**src/rtl/tsv_sess_pkg.sv**
```systemverilog
package tsv_sess_pkg;

    typedef enum logic [2:0] {
        ST_IDLE,
        ST_CHARGE,
        ST_SAMPLE,
        ST_GAP,
        ST_RESOLVE,
        ST_DONE
    } tsv_state_e;

endpackage

```
**src/rtl/tsv_sess_pick.sv**
```systemverilog
// Finds the first non-empty session at or after a base index.
module tsv_sess_pick #(
    parameter int N_VIA  = 6,
    parameter int N_SESS = 4,
    parameter int IW     = 3,
    parameter logic [N_SESS-1:0][N_VIA-1:0] TAB = '0
) (
    input  logic [IW-1:0]    base,
    output logic [IW-1:0]    pick,
    output logic [N_VIA-1:0] mask,
    output logic             found
);
    always_comb begin
        pick  = '0;
        mask  = '0;
        found = 1'b0;
        for (int i = N_SESS - 1; i >= 0; i--) begin
            if (IW'(i) >= base && |TAB[i]) begin
                pick  = IW'(i);
                mask  = TAB[i];
                found = 1'b1;
            end
        end
    end
endmodule

```
**src/rtl/tsv_charge_timer.sv**
```systemverilog
// Down-counter for the charge wait; expired when it reaches zero.
module tsv_charge_timer #(
    parameter int CW = 8
) (
    input  logic          clk,
    input  logic          rst_n,
    input  logic          load,
    input  logic [CW-1:0] load_val,
    output logic          expired
);
    logic [CW-1:0] cnt;

    always_ff @(posedge clk) begin
        if (!rst_n)
            cnt <= '0;
        else if (load)
            cnt <= load_val;
        else if (cnt != '0)
            cnt <= cnt - CW'(1);
    end

    assign expired = (cnt == '0);
endmodule

```
**src/rtl/tsv_fault_resolve.sv**
```systemverilog
// A via is faulty if it belongs to a session and no session containing it passed.
module tsv_fault_resolve #(
    parameter int N_VIA     = 6,
    parameter int N_SESS    = 4,
    parameter int MAX_FAULT = 1,
    parameter logic [N_SESS-1:0][N_VIA-1:0] TAB = '0
) (
    input  logic [N_VIA-1:0] cleared,
    output logic [N_VIA-1:0] fault,
    output logic             ovf
);
    logic [N_VIA-1:0] members;

    always_comb begin
        members = '0;
        for (int i = 0; i < N_SESS; i++)
            members = members | TAB[i];
        fault = members & ~cleared;
        ovf   = ($countones(fault) > MAX_FAULT);
    end
endmodule

```
**src/rtl/tsv_session_ctrl.sv**
```systemverilog
module tsv_session_ctrl
    import tsv_sess_pkg::*;
#(
    parameter int N_VIA     = 6,
    parameter int N_SESS    = 4,
    parameter int RES       = 4,
    parameter int MAX_FAULT = 1,
    parameter int CNT_W     = 8,
    parameter logic [N_SESS-1:0][N_VIA-1:0] SESS_TAB =
        {6'b110100, 6'b101010, 6'b011001, 6'b000111},
    parameter logic [RES-1:0][CNT_W-1:0] WAIT_TAB =
        {8'd38, 8'd42, 8'd53, 8'd80}
) (
    input  logic             clk,
    input  logic             rst_n,
    input  logic             start,
    output logic             busy,
    output logic             done,
    output logic [N_VIA-1:0] via_en,
    input  logic             cmp_pass,
    output logic [N_VIA-1:0] fault_map,
    output logic             overflow
);
    localparam int IW = $clog2(N_SESS + 1);

    tsv_state_e        state, state_nx;
    logic [IW-1:0]     sess_idx;
    logic [N_VIA-1:0]  cur_mask;
    logic [N_VIA-1:0]  pass_acc;
    logic [IW-1:0]     search_base;
    logic [IW-1:0]     pick_idx;
    logic [N_VIA-1:0]  pick_mask;
    logic              pick_found;
    logic              timer_load;
    logic [CNT_W-1:0]  timer_val;
    logic              expired;
    logic [N_VIA-1:0]  res_fault;
    logic              res_ovf;

    assign search_base = (state == ST_GAP) ? sess_idx + IW'(1) : '0;

    tsv_sess_pick #(
        .N_VIA (N_VIA),
        .N_SESS(N_SESS),
        .IW    (IW),
        .TAB   (SESS_TAB)
    ) u_pick (
        .base (search_base),
        .pick (pick_idx),
        .mask (pick_mask),
        .found(pick_found)
    );

    always_comb begin
        timer_val = '0;
        for (int k = 0; k < RES; k++)
            if ($countones(pick_mask) == k + 1)
                timer_val = WAIT_TAB[k] - CNT_W'(1);
    end

    assign timer_load = pick_found &&
                        ((state == ST_IDLE && start) || state == ST_GAP);

    tsv_charge_timer #(.CW(CNT_W)) u_timer (
        .clk     (clk),
        .rst_n   (rst_n),
        .load    (timer_load),
        .load_val(timer_val),
        .expired (expired)
    );

    tsv_fault_resolve #(
        .N_VIA    (N_VIA),
        .N_SESS   (N_SESS),
        .MAX_FAULT(MAX_FAULT),
        .TAB      (SESS_TAB)
    ) u_resolve (
        .cleared(pass_acc),
        .fault  (res_fault),
        .ovf    (res_ovf)
    );

    // state register
    always_ff @(posedge clk) begin
        if (!rst_n)
            state <= ST_IDLE;
        else
            state <= state_nx;
    end

    // transitions
    always_comb begin
        state_nx = state;
        unique case (state)
            ST_IDLE:    if (start) state_nx = pick_found ? ST_CHARGE : ST_RESOLVE;
            ST_CHARGE:  if (expired) state_nx = ST_SAMPLE;
            ST_SAMPLE:  state_nx = ST_GAP;
            ST_GAP:     state_nx = pick_found ? ST_CHARGE : ST_RESOLVE;
            ST_RESOLVE: state_nx = ST_DONE;
            ST_DONE:    state_nx = ST_IDLE;
            default:    state_nx = ST_IDLE;
        endcase
    end

    // session bookkeeping and result registers
    always_ff @(posedge clk) begin
        if (!rst_n) begin
            sess_idx  <= '0;
            cur_mask  <= '0;
            pass_acc  <= '0;
            fault_map <= '0;
            overflow  <= 1'b0;
        end else begin
            if (state == ST_IDLE && start) begin
                pass_acc  <= '0;
                fault_map <= '0;
                overflow  <= 1'b0;
            end
            if (timer_load) begin
                sess_idx <= pick_idx;
                cur_mask <= pick_mask;
            end
            if (state == ST_SAMPLE && cmp_pass)
                pass_acc <= pass_acc | cur_mask;
            if (state == ST_RESOLVE) begin
                fault_map <= res_fault;
                overflow  <= res_ovf;
            end
        end
    end

    // outputs
    always_comb begin
        via_en = '0;
        busy   = 1'b1;
        done   = 1'b0;
        unique case (state)
            ST_IDLE:    busy = 1'b0;
            ST_CHARGE:  via_en = cur_mask;
            ST_SAMPLE:  via_en = cur_mask;
            ST_GAP:     ;
            ST_RESOLVE: ;
            ST_DONE:    done = 1'b1;
            default:    busy = 1'b0;
        endcase
    end
endmodule

```
**config.mk**
```make
export PLATFORM = sky130hd
export DESIGN_NAME = tsv_session_ctrl
export DESIGN_NICKNAME = d
export VERILOG_FILES = /design/src/rtl/tsv_sess_pkg.sv /design/src/rtl/tsv_sess_pick.sv /design/src/rtl/tsv_charge_timer.sv /design/src/rtl/tsv_fault_resolve.sv /design/src/rtl/tsv_session_ctrl.sv
export SDC_FILE = /design/constraint.sdc
export NUM_CORES = 1
export LEC_CHECK = 0
export BUFFER_PORTS_ARGS = -buffer_cell sky130_fd_sc_hd__buf_2
export CAP_MARGIN = 0
export CORE_ASPECT_RATIO = 0.7
export CORE_MARGIN = 10
export CORE_UTILIZATION = 24
export DETAILED_ROUTE_END_ITERATION = 8
export GPL_TIMING_DRIVEN = 0
export PLACE_DENSITY = 0.41
export RECOVER_POWER = 100
export SYNTH_ARGS = -nofsm -noshare
export SYNTH_HDL_FRONTEND = slang
export SYNTH_SLANG_ARGS = --single-unit
```
**constraint.sdc**
```tcl
create_clock -name clk -period 2.05 [get_ports clk]
set_input_delay 0.205 -clock clk [delete_from_list [all_inputs] [get_ports clk]]
set_output_delay 0.205 -clock clk [all_outputs]
set_load 0.1 [all_outputs]
```
==> impl_metrics.env, run 1 <==
export IMPL_fin_nets=212
export IMPL_critPathCaptureType="flop"
export IMPL_clock_latency_ns=0.28
export IMPL_clock_fmax_mhz=508
export IMPL_tns_ns=0
export IMPL_dpl_hpwl_mm=2.96
export IMPL_num_vias=1282
export IMPL_avgViaCountPerCell=4.63
export IMPL_route_detailed_drc=0
export IMPL_required_ns=2.20
export IMPL_netlist_area_um2=1540
export IMPL_start_util_pct=24.7
export IMPL_area_growth_pct=21.3
export IMPL_rsz0062_at_grt="false"
export IMPL_irDropWorstVdd_mv=0.303
export IMPL_ant_nets=0
export IMPL_ys_seq_area_share_pct=39.1
export IMPL_synth_avg_cell_area_um2=8.82
export IMPL_layout_common_cells="dfxtp_1 (30), inv_1 (14), clkbuf_1 (12), a21oi_1 (12)"
export IMPL_antenna_found_initial=0
export IMPL_hold_viol=0
export IMPL_skew_ns=0.00717
export IMPL_n_antenna_cell=0
export IMPL_finalSetupViolations=0
export IMPL_routabilityCongestion=0.706
export IMPL_yosysWarnings=0
export IMPL_outcome="complete, no violations"
export IMPL_dp_cells=270
export IMPL_syn_num_nets=188
export IMPL_crit_arrival_ns=2.12
export IMPL_slew_violations=0
export IMPL_final_common_cell="dfxtp_1"
export IMPL_gr_total_overflow=0
export IMPL_grt_start_max_net_pins=12
export IMPL_ios=19
export IMPL_power_uw=2120
export IMPL_netlist_instances=174
export IMPL_fillers=673
export IMPL_synth_edff_count=0
export IMPL_die_h_um=86.9
export IMPL_hold_buffers=0
export IMPL_ys_seq_elements=30
export IMPL_htree_levels=2
export IMPL_grt_pass1_vias=1254
export IMPL_r2r_start="pass_acc[4]"
export IMPL_min_period_over_period_pct=96.0
export IMPL_path_clk_slew_ns=0.07
export IMPL_synth_distinct_cells=43
export IMPL_drive_above_1_share_pct=15.6
export IMPL_worstPathMaxFanout=2
export IMPL_cap_violations=0
export IMPL_dieArea_um2=10000
export IMPL_grt_pass1_wl_mm=6.53
export IMPL_synthFlopType="dfxtp_1"
export IMPL_root_buffer="clkbuf_8"
export IMPL_clockBufferDepth=2
export IMPL_fp_row_count=24
export IMPL_avgRoutedWirePerCell_um=14.2
export IMPL_drtIter0Drc=82
export IMPL_clock_sinks=30
export IMPL_hp_start="start"
export IMPL_cts_tree="yes"
export IMPL_worst_slew_pin_slew_ns=1.17
export IMPL_fp_dieW_um=116
export IMPL_power_density_nw_per_um2=1140
export IMPL_dr_pass1_iters=4
export IMPL_synth_async_reset_ratio_pct=0
export IMPL_leakage_uw=0.000680
export IMPL_instances_no_fill=277
export IMPL_core_area_um2=6220
export IMPL_cts_buffers=5
export IMPL_crit_type="reg -> reg"
export IMPL_io_buffers=18
export IMPL_startpoint_type="flop"
export IMPL_postCtsSetupBuffers=0
export IMPL_finalCriticalPeriod_ns=1.97
export IMPL_routed_wl_mm=3.94
export IMPL_slew_headroom_pct=22.2
export IMPL_grt_usage_pct=8.33
export IMPL_startpoint="pass_acc[4]"
export IMPL_min_path_type="in -> reg"
[metrics by stage]
step           util (%)  worst slack [ns]  cell area (µm²)  hold slack [ns]
2_1_floorplan         -             0.141             1540            0.331
3_3_place_gp       27.8           -0.0936             1730            0.454
3_5_place_dp       27.8           -0.0423             1730            0.457
4_1_cts            29.6            0.0341             1840            0.195
5_1_grt            30.0           0.00879             1860            0.212
6_report           30.0            0.0811             1860            0.197
[cell usage after synthesis, types with 2 or more instances]
master | n | area, µm²
dfxtp_1 | 30 | 601
a22oi_1 | 6 | 45.0
nand2b_1 | 10 | 62.6
clkbuf_1 | 6 | 22.5
nand2_1 | 6 | 22.5
buf_2 | 3 | 15.0
and2_1 | 6 | 37.5
ha_1 | 8 | 100
o211a_1 | 2 | 20.0
or3_1 | 3 | 18.8
inv_1 | 14 | 52.6
or4_1 | 4 | 30.0
nor2_1 | 11 | 41.3
a211oi_1 | 3 | 22.5
fa_1 | 2 | 40.0
nor4b_1 | 2 | 17.5
nor3_1 | 5 | 25.0
a21oi_1 | 14 | 70.1
o21ai_0 | 4 | 20.0
nand3_1 | 9 | 45.0
o31a_1 | 2 | 17.5
o21a_1 | 3 | 22.5
[kinds of logic (layout without fill, tap and decap cells)]
kind of cell	after synthesis	count (layout)	synth area share, %
fa+ha+maj	10	10	9.13
flops	30	30	39.1
compound gates	40	40	17.8
buf+inv	24	49	6.11
xor+xnor	1	1	0.571
simple gates	69	69	27.2
[metal layers]
metal / routed length (µm) / global-route usage (%) / up-vias
met4: 60 / 3.44 / 0
met5: 0 / 0 / -
li1: - / - / 668
met3: 191 / 2.75 / 5
met2: 1490 / 10.3 / 19
met1: 2200 / 12.4 / 590
[power breakdown]
group | switching [µW] | internal (µW)
clock | 233 | 269
sequential | 110 | 675
combinational | 519 | 314
total | 862 | 1260
[path summary, 6_finish.rpt]
kind	end	slack [ns]	cells past startpoint
max	overflow	0.08	8
min	state[0]	0.20	3
max reg2reg	overflow	0.08	8
min reg2reg	fault_map[4]	0.47	2
[cell type report]
class                           count  area, µm²  share of cell area, %
Sequential cell                    30        601                   32.3
Clock buffer                        6       82.6                   4.44
Clock inverter                      2       12.5                  0.672
Tap cell                           78       97.6                   5.24
Multi-Input combinational cell    120        862                   46.3
Timing Repair Buffer               18        115                   6.18
Buffer                              9       38.8                   2.08
Inverter                           14       52.6                   2.82
[critical path, cell delays in order, from the launching register on]
cell and delay, ns:
dfxtp_1 0.33, inv_1 0.07, ha_1 0.31, fa_1 0.44, ha_1 0.19, inv_1 0.06, ha_1 0.12, nor3b_1 0.24
a211oi_1 0.07
[registers in the layout, summed over array words and instances (netlist names)]
name / flops
u_timer.cnt: 8
fault_map: 6
pass_acc: 6
cur_mask: 5
state: 3
overflow: 1
sess_idx: 1
[repair_timing]
item,4_1_cts,5_1_grt
setup endpoints to repair,6,17
resized for setup,7,10
pin swaps,0,1
No activity file was read; power rests on OpenSTA's default activity.
==> run 2: changes to the inputs <==
--- a/config.mk
+++ b/config.mk
@@ -9,10 +9,10 @@
 export CAP_MARGIN = 0
 export CORE_ASPECT_RATIO = 0.7
 export CORE_MARGIN = 10
-export CORE_UTILIZATION = 24
+export CORE_UTILIZATION = 55
 export DETAILED_ROUTE_END_ITERATION = 8
 export GPL_TIMING_DRIVEN = 0
-export PLACE_DENSITY = 0.41
+export PLACE_DENSITY = 0.77
 export RECOVER_POWER = 100
 export SYNTH_ARGS = -nofsm -noshare
 export SYNTH_HDL_FRONTEND = slang
==> impl_metrics.env, run 2 (synthesis gave the netlist of run 1 again) <==
export IMPL_hold_worst_slack_ns=0.202
export IMPL_layout_common_cells="dfxtp_1 (29), inv_1 (14), clkbuf_1 (12), a21oi_1 (12)"
export IMPL_tns_ns=0
export IMPL_worstPathMaxFanout=11
export IMPL_antenna_found_initial=0
export IMPL_route_detailed_drc=0
export IMPL_io_buffers=18
export IMPL_finalSetupViolations=0
export IMPL_top_regs="u_timer.cnt: 8 flops, fault_map: 6 flops, pass_acc: 6 flops"
export IMPL_stdcell_area_um2=1800
export IMPL_r2r_start="pass_acc[5]"
export IMPL_grt_pass1_vias=1356
export IMPL_holdPathStages=3
export IMPL_clock_fmax_mhz=512
export IMPL_cts_tree="yes"
export IMPL_top_register="u_timer.cnt"
export IMPL_reg2reg_slack_ns=0.13
export IMPL_min_path_type="in -> reg"
export IMPL_final_common_cell="dfxtp_1"
export IMPL_power_uw=2180
export IMPL_power_density_nw_per_um2=1210
export IMPL_min_period_over_period_pct=95.2
export IMPL_finalCriticalPeriod_ns=1.95
export IMPL_required_ns=1.85
export IMPL_cts_buffers=5
export IMPL_fp_dieW_um=83.1
export IMPL_drive_above_1_share_pct=15.6
export IMPL_area_growth_pct=17.4
export IMPL_crit_arrival_ns=1.75
export IMPL_place_area_um2=1670
export IMPL_hp_start="start"
export IMPL_grt_start_max_net_pins=12
export IMPL_n_antenna_cell=0
export IMPL_clockBufferDepth=2
export IMPL_clock_sinks=30
export IMPL_irDropWorstVdd_mv=0.681
export IMPL_avgRoutedWirePerCell_um=16.3
export IMPL_critical_path_slowest_cell="dfxtp_1"
export IMPL_ios=19
export IMPL_core_area_um2=2570
export IMPL_htree_levels=2
export IMPL_slew_violations=0
export IMPL_crit_type="reg -> out"
export IMPL_clock_latency_ns=0.29
export IMPL_outcome="complete, no violations"
export IMPL_routed_wl_mm=3.79
export IMPL_grt_pass1_wl_mm=6.37
export IMPL_routabilityCongestion=0.883
export IMPL_postCtsSetupBuffers=0
export IMPL_die_h_um=64.2
export IMPL_leakage_uw=0.000689
export IMPL_crit_path_cell_trace="nand2b_1 > a21oi_4 > and2_1 > buf_4"
export IMPL_drtIter0Drc=111
export IMPL_slew_headroom_pct=21.9
export IMPL_fp_row_count=15
export IMPL_hold_viol=0
export IMPL_holdPathEnd="state[0]"
export IMPL_num_vias=1369
export IMPL_path_clk_slew_ns=0.06
export IMPL_critPathCaptureType="primary output"
export IMPL_critPathMaxStageDelay_ns=0.54
export IMPL_largest_register_ff_count=8
export IMPL_worst_r2r_path_depth=8
export IMPL_hold_buffers=0
export IMPL_worst_slew_pin_slew_ns=1.18
export IMPL_start_util_pct=59.7
export IMPL_rr_endpoint="overflow"
export IMPL_gr_total_overflow=0
export IMPL_root_buffer="clkbuf_8"
export IMPL_skew_ns=0.00921
export IMPL_rsz0062_at_grt="false"
export IMPL_avgViaCountPerCell=5.88
export IMPL_fillers=216
export IMPL_dr_pass1_iters=4
export IMPL_cap_violations=0
export IMPL_dpl_hpwl_mm=2.77
export IMPL_startpoint_type="flop"
export IMPL_ant_nets=0
export IMPL_grt_usage_pct=14.4
export IMPL_dieArea_um2=5340
export IMPL_fin_nets=212
-- run 2: worst max path at each step --
stage,startpoint,to,slack [ns],cells after the start
after global placement,state[0],via_en[1],0.06,5
after CTS,u_timer.cnt[0],u_timer.cnt[3],0.05,5
after global routing,state[0],pass_acc[5],0.01,5
after detailed placement,state[0],via_en[5],0.002,5
after floorplan,state[0],via_en[0],0.14,4
final,state[0],via_en[1],0.1,4
-- run 2: stage by stage --
stage | util [%] | setup WS [ns] | cells
2_1_floorplan | - | 0.141 | 174
3_3_place_gp | 65.1 | 0.0554 | 226
3_5_place_dp | 65.1 | 0.00200 | 226
4_1_cts | 70.0 | 0.0538 | 233
5_1_grt | 70.1 | 0.0135 | 233
6_report | 70.1 | 0.0975 | 233
-- run 2: cell type report --
cell class                      instances  area (µm²)  area share [%]
Clock buffer                            8         110            6.11
Buffer                                  9        38.8            2.15
Multi-Input combinational cell        120         856            47.5
Tap cell                               34        42.5            2.36
Sequential cell                        30         602            33.4
Timing Repair Buffer                   18         100            5.56
Inverter                               14        52.6            2.92
-- run 2: what timing repair did --
action,CTS,global route
endpoints found under the setup margin,6,12
cloned,0,0
pin swaps,0,1
gates resized for setup,7,5
-- run 2: worst max-delay path: cells and delay by family (launching register included) --
family / cells / cell delay (ns)
AO/OA/AOI/OAI: 1 / 0.26
buffers and inverters: 1 / 0.29
flip-flops: 1 / 0.54
AND/OR/NAND/NOR: 2 / 0.38
-- run 2: report_power, final --
group / internal [µW] / switching [µW] / total [µW]
clock: 339 / 220 / 558
combinational: 308 / 514 / 822
sequential: 675 / 120 / 796
total: 1320 / 853 / 2180
-- run 2: metal layers --
layer	up-vias	track usage (%)	share of wire [%]
met5	-	0	0
li1	667	-	-
met1	659	17.1	48
met3	8	5.82	5.9
met2	35	22.9	44
met4	0	5.08	1.5
